<file path="src/rtl/cfg_route_pkg.sv">
package cfg_route_pkg;
    typedef enum logic [1:0] {
        RT_DROP = 2'd0,
        RT_PASS = 2'd1,
        RT_CONV = 2'd2
    } route_e;

    typedef enum logic [1:0] {
        ST_IDLE = 2'd0,
        ST_DROP = 2'd1,
        ST_PASS = 2'd2,
        ST_CONV = 2'd3
    } rstate_e;

    localparam logic [1:0] SEL_PRI = 2'd0;
    localparam logic [1:0] SEL_SEC = 2'd1;
    localparam logic [1:0] SEL_SUB = 2'd2;
    localparam logic [1:0] FMT_FWD = 2'b01;
    localparam logic [1:0] FMT_LOC = 2'b00;
endpackage

</file>
<file path="src/rtl/cfg_busnum_regs.sv">
module cfg_busnum_regs
    import cfg_route_pkg::*;
#(
    parameter int BUS_W = 8
) (
    input  logic             clk,
    input  logic             rst_n,
    input  logic             wr_en,
    input  logic [1:0]       wr_sel,
    input  logic [BUS_W-1:0] wr_data,
    input  logic [1:0]       rd_sel,
    output logic [BUS_W-1:0] rd_data,
    output logic [BUS_W-1:0] sec_num,
    output logic [BUS_W-1:0] sub_num
);
    logic [BUS_W-1:0] pri_q, sec_q, sub_q;

    always_ff @(posedge clk) begin
        if (!rst_n) begin
            pri_q <= '0;
            sec_q <= '0;
            sub_q <= '0;
        end else if (wr_en) begin
            if (wr_sel == SEL_PRI) pri_q <= wr_data;
            if (wr_sel == SEL_SEC) sec_q <= wr_data;
            if (wr_sel == SEL_SUB) sub_q <= wr_data;
        end
    end

    always_comb begin
        unique case (rd_sel)
            SEL_PRI: rd_data = pri_q;
            SEL_SEC: rd_data = sec_q;
            SEL_SUB: rd_data = sub_q;
            default: rd_data = '0;
        endcase
    end

    assign sec_num = sec_q;
    assign sub_num = sub_q;

    // registers change only on a write strobe
    a_r2_hold_without_write: assert property (@(posedge clk) disable iff (!rst_n)
        !wr_en |=> $stable({pri_q, sec_q, sub_q}));
    // code 3 writes are discarded
    a_r2_sel3_discarded: assert property (@(posedge clk) disable iff (!rst_n)
        (wr_en && wr_sel == 2'd3) |=> $stable({pri_q, sec_q, sub_q}));
endmodule

</file>
<file path="src/rtl/cfg_route_decide.sv">
module cfg_route_decide
    import cfg_route_pkg::*;
#(
    parameter int BUS_W = 8
) (
    input  logic [1:0]       fmt,
    input  logic [BUS_W-1:0] bus,
    input  logic [BUS_W-1:0] sec_num,
    input  logic [BUS_W-1:0] sub_num,
    output route_e           route
);
    always_comb begin
        if (fmt != FMT_FWD || sec_num == '0)
            route = RT_DROP;
        else if (bus == sec_num)
            route = RT_CONV;
        else if (bus > sec_num && bus <= sub_num)
            route = RT_PASS;
        else
            route = RT_DROP;
    end
endmodule

</file>
<file path="src/rtl/cfg_addr_xlate.sv">
module cfg_addr_xlate #(
    parameter int ADDR_W  = 32,
    parameter int SEL_LSB = 11,
    parameter int DEV_W   = 5
) (
    input  logic [SEL_LSB-1:2] low_fields,
    input  logic [DEV_W-1:0]   dev,
    output logic [ADDR_W-1:0]  loc_addr
);
    localparam int NUM_SEL = ADDR_W - SEL_LSB;

    logic [NUM_SEL-1:0] sel;

    for (genvar g = 0; g < NUM_SEL; g++) begin : g_sel
        assign sel[g] = (32'(dev) == 32'(g));
    end

    assign loc_addr = {sel, low_fields, 2'b00};
endmodule

</file>
<file path="src/rtl/cfg_route_bridge.sv">
module cfg_route_bridge
    import cfg_route_pkg::*;
#(
    parameter int ADDR_W  = 32,
    parameter int BUS_W   = 8,
    parameter int BUS_LSB = 16,
    parameter int SEL_LSB = 11,
    parameter int DEV_W   = 5
) (
    input  logic              clk,
    input  logic              rst_n,
    input  logic              reg_wr_en,
    input  logic [1:0]        reg_wr_sel,
    input  logic [BUS_W-1:0]  reg_wr_data,
    input  logic [1:0]        reg_rd_sel,
    output logic [BUS_W-1:0]  reg_rd_data,
    input  logic              req_valid,
    input  logic [ADDR_W-1:0] req_addr,
    output logic              out_valid,
    output logic              out_fwd,
    output logic [ADDR_W-1:0] out_addr,
    output logic              req_dropped
);
    localparam int NUM_SEL = ADDR_W - SEL_LSB;

    logic [BUS_W-1:0]  sec_num, sub_num;
    route_e            route;
    logic [ADDR_W-1:0] loc_addr;
    rstate_e           state_q, state_d;
    logic [ADDR_W-1:0] addr_q;

    cfg_busnum_regs #(.BUS_W(BUS_W)) u_regs (
        .clk(clk), .rst_n(rst_n),
        .wr_en(reg_wr_en), .wr_sel(reg_wr_sel), .wr_data(reg_wr_data),
        .rd_sel(reg_rd_sel), .rd_data(reg_rd_data),
        .sec_num(sec_num), .sub_num(sub_num)
    );

    cfg_route_decide #(.BUS_W(BUS_W)) u_decide (
        .fmt(req_addr[1:0]), .bus(req_addr[BUS_LSB +: BUS_W]),
        .sec_num(sec_num), .sub_num(sub_num), .route(route)
    );

    cfg_addr_xlate #(.ADDR_W(ADDR_W), .SEL_LSB(SEL_LSB), .DEV_W(DEV_W)) u_xlate (
        .low_fields(req_addr[SEL_LSB-1:2]),
        .dev(req_addr[SEL_LSB +: DEV_W]),
        .loc_addr(loc_addr)
    );

    always_comb begin
        if (!req_valid) state_d = ST_IDLE;
        else begin
            unique case (route)
                RT_PASS: state_d = ST_PASS;
                RT_CONV: state_d = ST_CONV;
                default: state_d = ST_DROP;
            endcase
        end
    end

    always_ff @(posedge clk) begin
        if (!rst_n) begin
            state_q <= ST_IDLE;
            addr_q  <= '0;
        end else begin
            state_q <= state_d;
            if (req_valid)
                addr_q <= (route == RT_CONV) ? loc_addr : req_addr;
        end
    end

    always_comb begin
        out_valid   = 1'b0;
        out_fwd     = 1'b0;
        req_dropped = 1'b0;
        unique case (state_q)
            ST_IDLE: ;
            ST_DROP: req_dropped = 1'b1;
            ST_PASS: begin out_valid = 1'b1; out_fwd = 1'b1; end
            ST_CONV: out_valid = 1'b1;
        endcase
    end
    assign out_addr = addr_q;

    // non-forward formats are always dropped
    a_r3_local_never_sent: assert property (@(posedge clk) disable iff (!rst_n)
        (req_valid && req_addr[1:0] != FMT_FWD) |=> (req_dropped && !out_valid));
    // forwarded address equals the request
    a_r4_pass_unchanged: assert property (@(posedge clk) disable iff (!rst_n)
        (out_valid && out_fwd) |-> (out_addr == $past(req_addr)));
    // converted output carries at most one select and local format
    a_r5_conv_onehot: assert property (@(posedge clk) disable iff (!rst_n)
        (out_valid && !out_fwd) |-> ($countones(out_addr[ADDR_W-1:SEL_LSB]) <= 1
                                     && out_addr[1:0] == FMT_LOC));
    // nothing claimed while secondary number is zero
    a_r7_unprogrammed_drop: assert property (@(posedge clk) disable iff (!rst_n)
        (req_valid && sec_num == '0) |=> req_dropped);
    // one result per request, none without
    a_r10_one_result: assert property (@(posedge clk) disable iff (!rst_n)
        req_valid |=> (out_valid ^ req_dropped));
    a_r10_no_spurious: assert property (@(posedge clk) disable iff (!rst_n)
        !req_valid |=> (!out_valid && !req_dropped));

    initial begin
        a_r6_sel_width: assert (NUM_SEL >= 1);
    end
endmodule

</file>
<file path="config.mk">
export PLATFORM = sky130hd
export DESIGN_NAME = cfg_route_bridge
export DESIGN_NICKNAME = d
export VERILOG_FILES = /design/src/rtl/cfg_route_pkg.sv /design/src/rtl/cfg_busnum_regs.sv /design/src/rtl/cfg_route_decide.sv /design/src/rtl/cfg_addr_xlate.sv /design/src/rtl/cfg_route_bridge.sv
export SDC_FILE = /design/constraint.sdc
export NUM_CORES = 1
export LEC_CHECK = 0
export BUFFER_PORTS_ARGS = -buffer_cell sky130_fd_sc_hd__buf_4
export CELL_PAD_IN_SITES_DETAIL_PLACEMENT = 1
export CELL_PAD_IN_SITES_GLOBAL_PLACEMENT = 1
export CORE_MARGIN = 4
export CORE_UTILIZATION = 34
export DETAILED_ROUTE_END_ITERATION = 16
export HOLD_SLACK_MARGIN = 0.08
export PLACE_DENSITY = 0.84
export SLEW_MARGIN = 20
export SYNTH_ARGS = -nofsm -noshare
export SYNTH_HDL_FRONTEND = slang
export SYNTH_SLANG_ARGS = --single-unit
</file>
<file path="constraint.sdc">
create_clock -name clk -period 2.4 [get_ports clk]
set_clock_uncertainty 0.2 [all_clocks]
set_input_delay 0.48 -clock clk [delete_from_list [all_inputs] [get_ports clk]]
set_output_delay 0.48 -clock clk [all_outputs]
set_load 0.005 [all_outputs]
</file>
After elaboration in Yosys (flattened, before gate mapping)
Index checks and enable logic that the tools add are counted.
- bits in registers: 58
- latch bits: 0
- bits in writable memories: 0
- bits in read-only memories: 0
- input bits: 48
- word-level logic and storage cells: 58
- memories kept: 0
- add/sub/neg operators: 0
- multiply operators: 0
- divide/modulo/power cells: 0
- $lt $le $gt $ge: 2
- equality and inequality tests: 31
- shift operators: 0
- multiplexer cells: 9
- bitwise operators: 0
- reductions and logical operators: 11
- operators with widths (operator ; count):
    $eq A5 B4 Y1 const B ; 8
    $mux W32 ; 1
    $eq A5 B5 Y1 const B ; 5
    $pmux W8 S3 ; 1
    $eq A5 B3 Y1 const B ; 4
    $eq A2 B2 Y1 const B ; 5
    $eq A5 B2 Y1 const B ; 2
    $eq A2 B1 Y1 const B ; 4
    $eq A8 B8 Y1 ; 1
    $gt A8 B8 Y1 ; 1
    $le A8 B8 Y1 ; 1
    $logic_not A8 Y1 ; 1
    $reduce_and A2 Y1 ; 4
    $eq A5 B1 Y1 const B ; 1
    $logic_not A5 Y1 ; 1
    $logic_not A2 Y1 ; 2
    $mux W1 ; 4
    $mux W2 ; 2
    $pmux W2 S2 ; 1
    $ne A2 B1 Y1 const B ; 1
    $reduce_or A2 Y1 ; 1
    $logic_and A1 B1 Y1 ; 1
    $logic_or A1 B1 Y1 ; 1

Depth between registers and ports, before layout
Gate-level depths: netlist of the first run.
- word-level depth: 7
- gate-level depth with buffers: 13
- mapped depth without buffers: 12

Cells and area by module
From an unflattened synthesis of the first run, not the netlist that was laid out.
- cell total of the unflattened synthesis: 369
- area total of the unflattened synthesis: 3283.1 µm²
- modules (own cells, without submodules) (module ; instances ; cells each ; area an instance (µm²) ; seq. area each (µm²)):
    cfg_route_bridge ; 1 ; 154 ; 1500.2 ; 680.7
    cfg_busnum_regs ; 1 ; 109 ; 1069.8 ; 480.5
    cfg_route_decide ; 1 ; 59 ; 446.7 ; 0.0
    cfg_addr_xlate ; 1 ; 47 ; 266.5 ; 0.0

Worst setup path before layout of the first run
No wires, ideal clock.
- kind: input -> register
- from: input req_addr[17]
- to: register addr_q[27] (netlist: out_addr[27])
- arrival: 2253 ps
- required time: 2108 ps
- path slack: -145 ps
- cell stages on the path: 12
- path buffers: 2
- cells stage by stage: ha_1 -> nor2b_1 -> o211ai_1 -> a21oi_1 -> o22ai_1 -> o211ai_1 -> ha_1 -> buf_4 -> nor2_4 -> buf_2 -> a22oi_1 -> o32ai_1
- longest elaborated chain between the ends: 7
- elaborated cells on any way between the ends: 9
- those cells by class: order compare (2); eq/ne (2); mux (4); reduce/logical (1)
- RTL lines (item ; RTL line ; text):
    from (decl) ; cfg_route_bridge.sv:18 ; input logic [ADDR_W-1:0] req_addr,
    $gt A8 B8 Y1 / $le A8 B8 Y1 (equally long branches) ; cfg_route_decide.sv:17 ; else if (bus > sec_num && bus <= sub_num)
    $logic_and A1 B1 Y1 ; cfg_route_decide.sv:17 ;
    $mux W1 ; cfg_route_decide.sv:17 ;
    $mux W2 (*) ; cfg_route_decide.sv:15 ; else if (bus == sec_num)
    $mux W2 (*) ; cfg_route_decide.sv:13 ; if (fmt != FMT_FWD || sec_num == '0)
    $eq A2 B2 Y1 (*) ; cfg_route_bridge.sv:68 ; addr_q <= (route == RT_CONV) ? loc_addr : req_addr;
    $mux W32 (*) ; cfg_route_bridge.sv:68 ;
    to (signal assigned) ; cfg_route_bridge.sv:68 ;
    to (decl) ; cfg_route_bridge.sv:30 ; logic [ADDR_W-1:0] addr_q;
Every way passes the cells marked *; elsewhere a longest branch is shown, timed or not.
A chain may end at the register's enable or synchronous reset.

Final worst setup path of the first run
- from: register u_regs.sub_q[1] (netlist: u_regs.sub_num[1])
- to: register addr_q[20] (netlist: out_addr[20])
- longest elaborated chain between the ends: 7
- RTL lines (item ; RTL line ; text):
    from (decl) ; cfg_busnum_regs.sv:16 ; logic [BUS_W-1:0] pri_q, sec_q, sub_q;
    from (signal assigned) ; cfg_busnum_regs.sv:26 ; if (wr_sel == SEL_SUB) sub_q <= wr_data;
    $le A8 B8 Y1 ; cfg_route_decide.sv:17 ;
    $logic_and A1 B1 Y1 ; cfg_route_decide.sv:17 ;
    $mux W1 ; cfg_route_decide.sv:17 ;
    $mux W2 ; cfg_route_decide.sv:15 ;
    $mux W2 ; cfg_route_decide.sv:13 ;
    $eq A2 B2 Y1 ; cfg_route_bridge.sv:68 ;
    $mux W32 ; cfg_route_bridge.sv:68 ;
Every way passes these cells.

==> impl_results.md, run 1 <==
- Seq. cell area: 1170 um^2
- Bufs on Longest Clock Path: 2
- Final ANT Viol Nets: 0
- Sink Count: 58
- Reg-to-reg setup timing slack: -0.22 ns
- Leakage: 1.98 nW
- Worst hold slack: 0.170 ns
- Via-to-Cell Ratio: 5.45
- Min cycle time layout: 2.62 ns
- Total GRT Usage: 0.220
- Pin count of the biggest net entering global routing: 25
- Worst-Skew Late Latency: 0.35 ns
- Startpoint Class: register
- F_max: 382 MHz
- Detailed Place HPWL: 7230 um
- Pins Over Slew Limit: 0
- Setup violations, final: 23
- Total grt overflow: 0
- Hold wc startpoint: req_addr[6]
- Fillers: 945
- Worst path required time: 2.41 ns
- FF-to-FF path depth: 12
- Hold path cells: 3
- Vias: 2998
- Die area: 9940 um^2
- Layout Utilization: 0.524
- Post-Synthesis Net Count: 386
- Die Y: 99.7 um
- Yosys warnings: 0
- Rel. slew slack: 0.558
- Hold WC Path Type: input port to register
- Post-route DRC: 0
- I/O Buffers: 90
- Top Ports: 91
- Multi-input logic area: 1750 um^2
- Cells after synthesis: 320
- Crit Path Class: register to register
- Cell Rows: 33
- Design Power: 0.00256 W
- Core area: 8220 um^2
- Power Density: 594 nW/um^2
- Mapped cell area: 2860 um^2
- Vias in the first global route: 3231
- Die width: 99.7 um
- EDFF count, synth: 0
- Failing checks: negative setup slack
- Layout cells sized above 1: 0.422
- DR iter-0 viols: 220
- Synth Register Bits: 58
- Area growth syn-to-layout: 50.7%
- Worst reg2reg path startpoint: u_regs.sub_num[1]
- Post-Route WL: 11500 um
- Status: finished, violations left
- Initial antenna violation count: 0
- Synth Flop Type: dfxtp_1
- H-tree Lvls: 3
- Setup crit end kind: register
- Diodes inserted: 0
- Register area share after synthesis: 0.406
- First-pass GRT wire length: 17100 um
- CTS tree: yes
- Asr flop ratio synth: 0
- Final period util: 1.09
- Reg clk slew, reported paths: 0.08 ns
- Critical Path Fanout Max: 6
- Dpl ws: -0.388 ns
- Number of max-cap violations: 0
- DRT Pass-1 Iters: 7
- Worst slew pin tran: 0.661 ns
- Clock tree root driver cell: clkbuf_8
- Net count, final: 506
- Routability congestion estimate: 0.766
- RSZ-0062 raised after global routing: true
- Yosys top cell by area: dfxtp_1
- Library cells used by synthesis: 35
- Arr. time, crit path: 2.64 ns
- Worst hold endpoint: out_addr[6]
- Count leader, synth: nor2_1
- Worst VDD drop: 0.368 mV
- Avg WL per Cell: 20.9 um
- Setup WS post-layout: -0.221 ns
- Post-synth top cells: nor2_1 (59), dfxtp_1 (58), mux2i_1 (41)
- Final Hold Fails: 0
- Starting density of the core: 0.348
- Area fraction of the dominant cell type after synthesis: 0.406
- Top post-synthesis cells by area: dfxtp_1 (41%), mux2i_1 (14%), ha_1 (7.9%)
- CTS buffer count: 9
- FF-to-FF End: out_addr[20]
- Post-synthesis average cell area: 8.94 um^2
## state kept, by name, summed over array words and instances, names as in the netlist
name and cells:
out_addr 32, state_q 2, u_regs.pri_q 8, u_regs.sec_num 8
u_regs.sub_num 8
## per-stage QoR
step	cell area [um^2]	setup TNS, ns	cells
floorplan	2900	-0.00511	320
global placement	3800	-4.55	523
detailed placement	3800	-7.52	523
CTS	4200	-0.0599	546
global route	4310	-5.23	550
finish	4310	-2.39	550
## power by group
group | internal, W | switching [W] | total [W] | leakage (nW)
registers | 0.00101 | 0.0000317 | 0.00104 | 0.480
clock network | 0.000642 | 0.000425 | 0.00107 | 0.117
logic | 0.000228 | 0.000224 | 0.000452 | 1.38
## worst max-delay path, cell delays in order (launching register included)
cell and delay, ns:
dfxtp_2 0.34, inv_2 0.05, ha_4 0.21, nor2b_4 0.12, o211ai_1 0.22, a21oi_2 0.11, o22ai_2 0.15, o211ai_1 0.18
ha_4 0.25, nand2b_4 0.14, nor2_4 0.06, a222oi_1 0.35, nor2_1 0.10
## metal layers
| metal | vias to the layer above | GRT usage | share of wire |
|---|---|---|---|
| met2 | 98 | 0.397 | 0.53 |
| met1 | 1502 | 0.259 | 0.40 |
| li1 | 1380 | - | - |
| met3 | 18 | 0.0309 | 0.054 |
| met5 | - | 0 | 0 |
| met4 | 0 | 0.0924 | 0.018 |
## area by class of cell
| class | instances | share of cell area |
|---|---|---|
| Sequential cell | 58 | 0.272 |
| Clock buffer | 12 | 0.0360 |
| Multi-Input combinational cell | 226 | 0.407 |
| Clock inverter | 4 | 0.0171 |
| Tap cell | 105 | 0.0305 |
| Timing Repair Buffer | 126 | 0.221 |
| Inverter | 19 | 0.0166 |
## repair_timing
item | 4_1_cts | 5_1_grt
hold buffers | 0 | 0
setup endpoints to repair | 23 | 23
gates cloned | 3 | 0
gates resized for setup | 34 | 17
pin swaps | 20 | 17
buffers inserted | 4 | 4
## worst max path at each step
stage,from,end,slack [ns],depth (start not counted)
after floorplan,req_addr[17],out_addr[21],-0.005,12
after global placement,req_addr[17],out_addr[0],-0.26,12
final,u_regs.sub_num[1],out_addr[20],-0.22,12
after detailed placement,req_addr[21],out_addr[0],-0.39,11
after CTS,u_regs.sub_num[1],out_addr[24],-0.03,12
after global routing,u_regs.sec_num[4],out_addr[20],-0.33,11
## kinds of logic (layout without fill, tap and decap cells)
logic type | count (synthesis) | count (layout) | synth area share
muxes | 41 | 41 | 0.143
buffers and inverters | 38 | 161 | 0.0612
AOI/OAI and AO/OA | 54 | 54 | 0.133
and+or+nand+nor | 111 | 113 | 0.178
DFF | 58 | 58 | 0.406
adders and majority gates | 18 | 18 | 0.0787
## placed cells by master, fill, tap and decap left out, types with 2 or more instances in the layout
master,n
buf_4,123
nor2_1,55
dfxtp_1,49
mux2i_1,41
nand2_1,19
inv_1,12
o21ai_0,11
a222oi_1,11
ha_1,11
clkbuf_8,11
dfxtp_2,9
inv_2,7
a21oi_1,7
ha_4,7
nand4_1,6
nand2b_1,5
nor2b_1,5
nor2_4,5
a21oi_2,4
o21ai_1,4
a22oi_2,4
o211ai_1,3
nor3_1,3
a22o_1,3
a311oi_1,3
nor2_2,2
nand3b_1,2
bufinv_16,2
buf_6,2
Note: power is estimated with default switching activity, not from simulation.
==> run 2: changes to the inputs <==
--- a/config.mk
+++ b/config.mk
@@ -13,6 +13,7 @@
 export DETAILED_ROUTE_END_ITERATION = 16
 export HOLD_SLACK_MARGIN = 0.08
 export PLACE_DENSITY = 0.84
+export SKIP_LAST_GASP = 1
 export SLEW_MARGIN = 20
 export SYNTH_ARGS = -nofsm -noshare
 export SYNTH_HDL_FRONTEND = slang
==> run 2 against run 1 <==
  * The flow still finishes with violations (negative setup slack)
  * Global-route usage about the same
  * Setup slack improved by 0.026 ns
  * Clock-buffer cell count unchanged
  * Worst hold slack improved by 0.0033 ns
  * Via count increased by 0.47%
  * Sequential share of layout area increased by 0.069 points
  * Clock power about the same
  * Die area unchanged
  * Non-clock buffer count increased by 1
  * Maximum frequency increased by 1.0%
==> impl_results.md, run 2 (synthesis results as in run 1) <==
- Status: finished, violations left
- Failing checks: negative setup slack
- H-tree Lvls: 3
- WP buf/inv: 1
- Detailed Place HPWL: 7230 um
- Combinational power share: 0.175
- First-pass GRT wire length: 17100 um
- Crit Path Class: register to register
- Leakage: 1.98 nW
- Bufs on Longest Clock Path: 2
- Starting density of the core: 0.348
- Die Y: 99.7 um
- Die area: 9940 um^2
- Commonest non-fill, non-tap cell in the layout: buf_4
- Clock tree root driver cell: clkbuf_8
- Arr. time, crit path: 2.62 ns
- Worst-Skew Late Latency: 0.35 ns
- Min cycle time layout: 2.59 ns
- Final ANT Viol Nets: 0
- NetSw: 0.000682 W
- I/O Buffers: 90
- Clock share of power: 0.419
- Pin count of the biggest net entering global routing: 25
- Total GRT Usage: 0.221
- Hold WC Path Type: input port to register
- Post-route DRC: 0
- Critical Path Fanout Max: 6
- Core area: 8220 um^2
- CP top delay family: compound AO/OA/AOI/OAI gates
- Share of total power in sequential cells: 0.406
- Cell Rows: 33
- Sink Count: 58
- Vias in the first global route: 3228
- CTS tree: yes
- Cell count after placement: 523
- Net count, final: 507
- Post-DP Area: 3800 um^2
- Final Hold Fails: 0
- Setup WS post-layout: -0.195 ns
- Post-Route WL: 11300 um
- Die width: 99.7 um
- Pins Over Slew Limit: 0
- CTS buffer count: 9
- Sw Ratio: 0.266
- Top Ports: 91
- Hold-fix buffers, CTS: 0
- Via-to-Cell Ratio: 5.47
- Setup violations, final: 21
- Commonest non-fill, non-tap cells in the layout: buf_4 (124), nor2_1 (55), dfxtp_1 (48), mux2i_1 (41), nand2_1 (19)
- Critical Path Max Stage Delay: 0.35 ns
- Worst path required time: 2.42 ns
- F_max: 385 MHz
- Design area: 4300 um^2
- Crit path max-delay cell type: a222oi_1
- Total grt overflow: 0
- Reg clk slew, reported paths: 0.08 ns
- Max reg flops: 32
- Diodes inserted: 0
- Initial antenna violation count: 0
- Routability congestion estimate: 0.766
- Sum Neg Setup Slack: -2.11 ns
- Internal: 0.00188 W
- Worst slew pin tran: 0.657 ns
- Number of max-cap violations: 0
- CP Cell Sequence: inv_2 -> ha_4 -> nor2b_4 -> o211ai_1 -> a21oi_2 -> o22ai_2 -> o211ai_1 -> ha_4 -> nand2b_4 -> nor2_4 -> a222oi_1 -> nor2_1
- DRT Pass-1 Iters: 6
- Setup crit end kind: register
- Reg-to-reg setup timing slack: -0.19 ns
- Layout cells sized above 1: 0.419
- Final period util: 1.08
- Vias: 3012
- Startpoint Class: register
- Power Density: 595 nW/um^2
- RSZ-0062 raised after global routing: true
- DR iter-0 viols: 184
- Avg WL per Cell: 20.5 um
- Worst VDD drop: 0.262 mV
- Finished Layout Cells: 551
- Rel. slew slack: 0.560
- Area growth syn-to-layout: 50.4%
[run 2: power by group through the flow]
stage / Sequential [W] / Clock (W) / Combinational [W]
floorplan: 0.00106 / 0 / 0.000182
global placement: 0.00106 / 0 / 0.000371
detailed placement: 0.00106 / 0 / 0.000388
CTS: 0.00104 / 0.00107 / 0.000417
global route: 0.00105 / 0.00111 / 0.000485
finish: 0.00104 / 0.00107 / 0.000448
[run 2: tightest hold or removal path: cells and delay by family]
kind / cells / cell delay, ns
buffers and inverters: 1 / 0.08
muxes: 1 / 0.05
and+or+nand+nor: 1 / 0.07
[run 2: routing by layer]
metal | global-route usage | wire [um] | up-vias
met2 | 0.398 | 5930 | 114
met5 | 0 | 0 | -
met1 | 0.261 | 4340 | 1484
met3 | 0.0302 | 626 | 31
li1 | - | - | 1383
met4 | 0.0893 | 383 | 0
[run 2: final timing paths]
path,startpoint,end,cells past startpoint
setup / recovery,u_regs.sub_num[1],out_addr[20],12
hold / removal,req_addr[2],out_addr[2],3
setup reg to reg,u_regs.sub_num[1],out_addr[20],12
hold reg to reg,out_addr[2],out_addr[2],2
[run 2: cell type report]
cell class	count	area, um^2
Clock buffer	12	155
Inverter	19	71.3
Multi-Input combinational cell	226	1740
Tap cell	105	131
Timing Repair Buffer	127	958
Fill cell	938	3910
Clock inverter	4	73.8
Sequential cell	58	1170
[run 2: through the flow]
stage	power (W)	utilization	worst slack [ns]	hold WS, ns
floorplan	0.00124	-	-0.00511	0.260
global placement	0.00143	0.462	-0.255	0.271
detailed placement	0.00145	0.462	-0.388	0.285
CTS	0.00253	0.509	-0.0286	0.161
global route	0.00264	0.524	-0.272	0.182
finish	0.00256	0.524	-0.195	0.173
[run 2: what timing repair did]
| action | in CTS | in global routing |
|---|---|---|
| pin swaps | 20 | 25 |
| setup endpoints to repair | 23 | 23 |
| setup buffers | 4 | 5 |
| gates cloned | 3 | 0 |
| resized for setup | 28 | 20 |
==> run 3: changes to the inputs <==
--- a/config.mk
+++ b/config.mk
@@ -13,6 +13,7 @@
 export DETAILED_ROUTE_END_ITERATION = 16
 export HOLD_SLACK_MARGIN = 0.08
 export PLACE_DENSITY = 0.84
+export REMOVE_ABC_BUFFERS = 1
 export SKIP_LAST_GASP = 1
 export SLEW_MARGIN = 20
 export SYNTH_ARGS = -nofsm -noshare
==> run 3 against run 2 <==
  * The flow still finishes with violations (negative setup slack)
  * Global-route usage decreased by 0.91 points
  * Final area is 3.0% lower
  * Sequential cell count is the same
  * Cell count decreased by 0.54%
  * Maximum frequency up 3.4%
  * Clock power down 19%
  * Clock-buffer cell count down 3
  * Utilization decreased by 1.6 points
  * Critical path type unchanged
  * Largest cell class unchanged
==> impl_results.md, run 3 (synthesis results as in run 1) <==
- Initial antenna violation count: 0
- Arr. time, crit path: 2.57 ns
- Power Density: 564 nW/um^2
- Crit Path Class: register to register
- First-pass GRT wire length: 16600 um
- Max reg flops: 32
- Die area: 9940 um^2
- H-tree Lvls: 3
- Pins Over Slew Limit: 0
- Worst path required time: 2.47 ns
- Worst hold slack: 0.171 ns
- DRT Pass-1 Iters: 7
- Starting density of the core: 0.348
- Crit path max-delay cell type: dfxtp_1
- Status: finished, violations left
- Sink Count: 58
- Avg WL per Cell: 19.0 um
- Post-route DRC: 0
- Setup violations, final: 18
- Final Hold Fails: 0
- Final ANT Viol Nets: 0
- Die width: 99.7 um
- Critical Path Max Stage Delay: 0.36 ns
- Fillers: 954
- Commonest non-fill, non-tap cells in the layout: buf_4 (122), nor2_1 (58), dfxtp_1 (48), mux2i_1 (41), nand2_1 (19)
- Failing checks: negative setup slack
- DR iter-0 viols: 244
- CTS tree: yes
- Worst slew pin tran: 0.716 ns
- Leakage: 1.96 nW
- Hold WC Path Type: input port to register
- CP Cell Sequence: inv_1 -> ha_1 -> a21oi_2 -> a21oi_1 -> o22ai_1 -> o211ai_1 -> ha_2 -> buf_4 -> o21ai_0 -> o21ai_0 -> a21oi_1
- Layout cells sized above 1: 0.381
- Min cycle time layout: 2.51 ns
- Pin count of the biggest net entering global routing: 30
- Net count, final: 505
- Startpoint Class: register
- Via-to-Cell Ratio: 5.41
- Core area: 8220 um^2
- Reg clk slew, reported paths: 0.07 ns
- Commonest non-fill, non-tap cell in the layout: buf_4
- Vias in the first global route: 3238
- Worst-Skew Late Latency: 0.34 ns
- Diodes inserted: 0
- Top Ports: 91
- Cell count after placement: 522
- Setup WS post-layout: -0.109 ns
- Post-DP Area: 3780 um^2
- Bufs on Longest Clock Path: 2
- Design area: 4180 um^2
- Post-Route WL: 10400 um
- Total GRT Usage: 0.212
- Routability congestion estimate: 0.828
- F_max: 399 MHz
- Layout Utilization: 0.508
- Die Y: 99.7 um
- Design Power: 0.00235 W
- Critical Path Fanout Max: 9
- Number of max-cap violations: 0
- Finished Layout Cells: 548
- Cell Rows: 33
- Total grt overflow: 0
- Setup crit end kind: register
- Worst VDD drop: 0.255 mV
- Vias: 2962
- Detailed Place HPWL: 7000 um
- Area growth syn-to-layout: 46.0%
- Final period util: 1.05
- Clock tree root driver cell: clkbuf_8
- Rel. slew slack: 0.521
- I/O Buffers: 90
- RSZ-0062 raised after global routing: true
- Reg-to-reg setup timing slack: -0.11 ns
- CTS buffer count: 9
==> run 3: metal layers <==
| layer | track usage | vias up | share of wire |
|---|---|---|---|
| li1 | - | 1368 | - |
| met1 | 0.243 | 1455 | 0.39 |
| met2 | 0.371 | 110 | 0.53 |
| met3 | 0.0435 | 29 | 0.056 |
| met4 | 0.102 | 0 | 0.029 |
| met5 | 0 | - | 0 |
==> run 3: metrics by stage <==
stage          setup WS (ns)  TNS, ns
6_report              -0.109    -1.02
5_1_grt               -0.219    -3.64
4_1_cts              -0.0412   -0.117
3_5_place_dp          -0.477    -8.57
3_3_place_gp          -0.326    -5.72
2_1_floorplan         -0.164    -1.72
==> run 3: final cells by class <==
class | count | area [um^2] | share of cell area
multi-input combinational | 224 | 1610 | 0.386
sequential | 58 | 1180 | 0.282
timing repair buffer | 127 | 1000 | 0.240
tap | 105 | 131 | 0.0315
clock buffer | 9 | 124 | 0.0297
inverter | 19 | 71.3 | 0.0171
clock inverter | 6 | 58.8 | 0.0141
==> run 3: power by group <==
part	switching [W]	internal, W	total (W)
Sequential	0.0000293	0.00101	0.00104
Combinational	0.000208	0.000235	0.000443
Clock	0.000404	0.000467	0.000871
Total	0.000642	0.00171	0.00235
==> run 3: worst max-delay path, delay by kind of cell, from the launching register on <==
family / cells / cell delay [ns]
compound gates: 7 / 1.07
fa+ha+maj: 2 / 0.57
buf+inv: 2 / 0.23
flops: 1 / 0.36
==> run 3: path summary, 6_finish.rpt <==
path | depth (start not counted) | end | from
worst max-delay path | 11 | out_addr[16] | u_regs.sub_num[3]
worst min-delay path | 3 | out_addr[7] | req_addr[7]
worst max register to register | 11 | out_addr[16] | u_regs.sub_num[3]
worst min register to register | 2 | u_regs.pri_q[0] | u_regs.pri_q[0]
==> run 3: repair_timing <==
action / in CTS / in global routing
gates resized for setup: 25 / 6
setup endpoints to repair: 21 / 24
gates cloned: 1 / 0
hold buffers: 0 / 0
pin swaps: 16 / 4
buffers inserted: 10 / 1
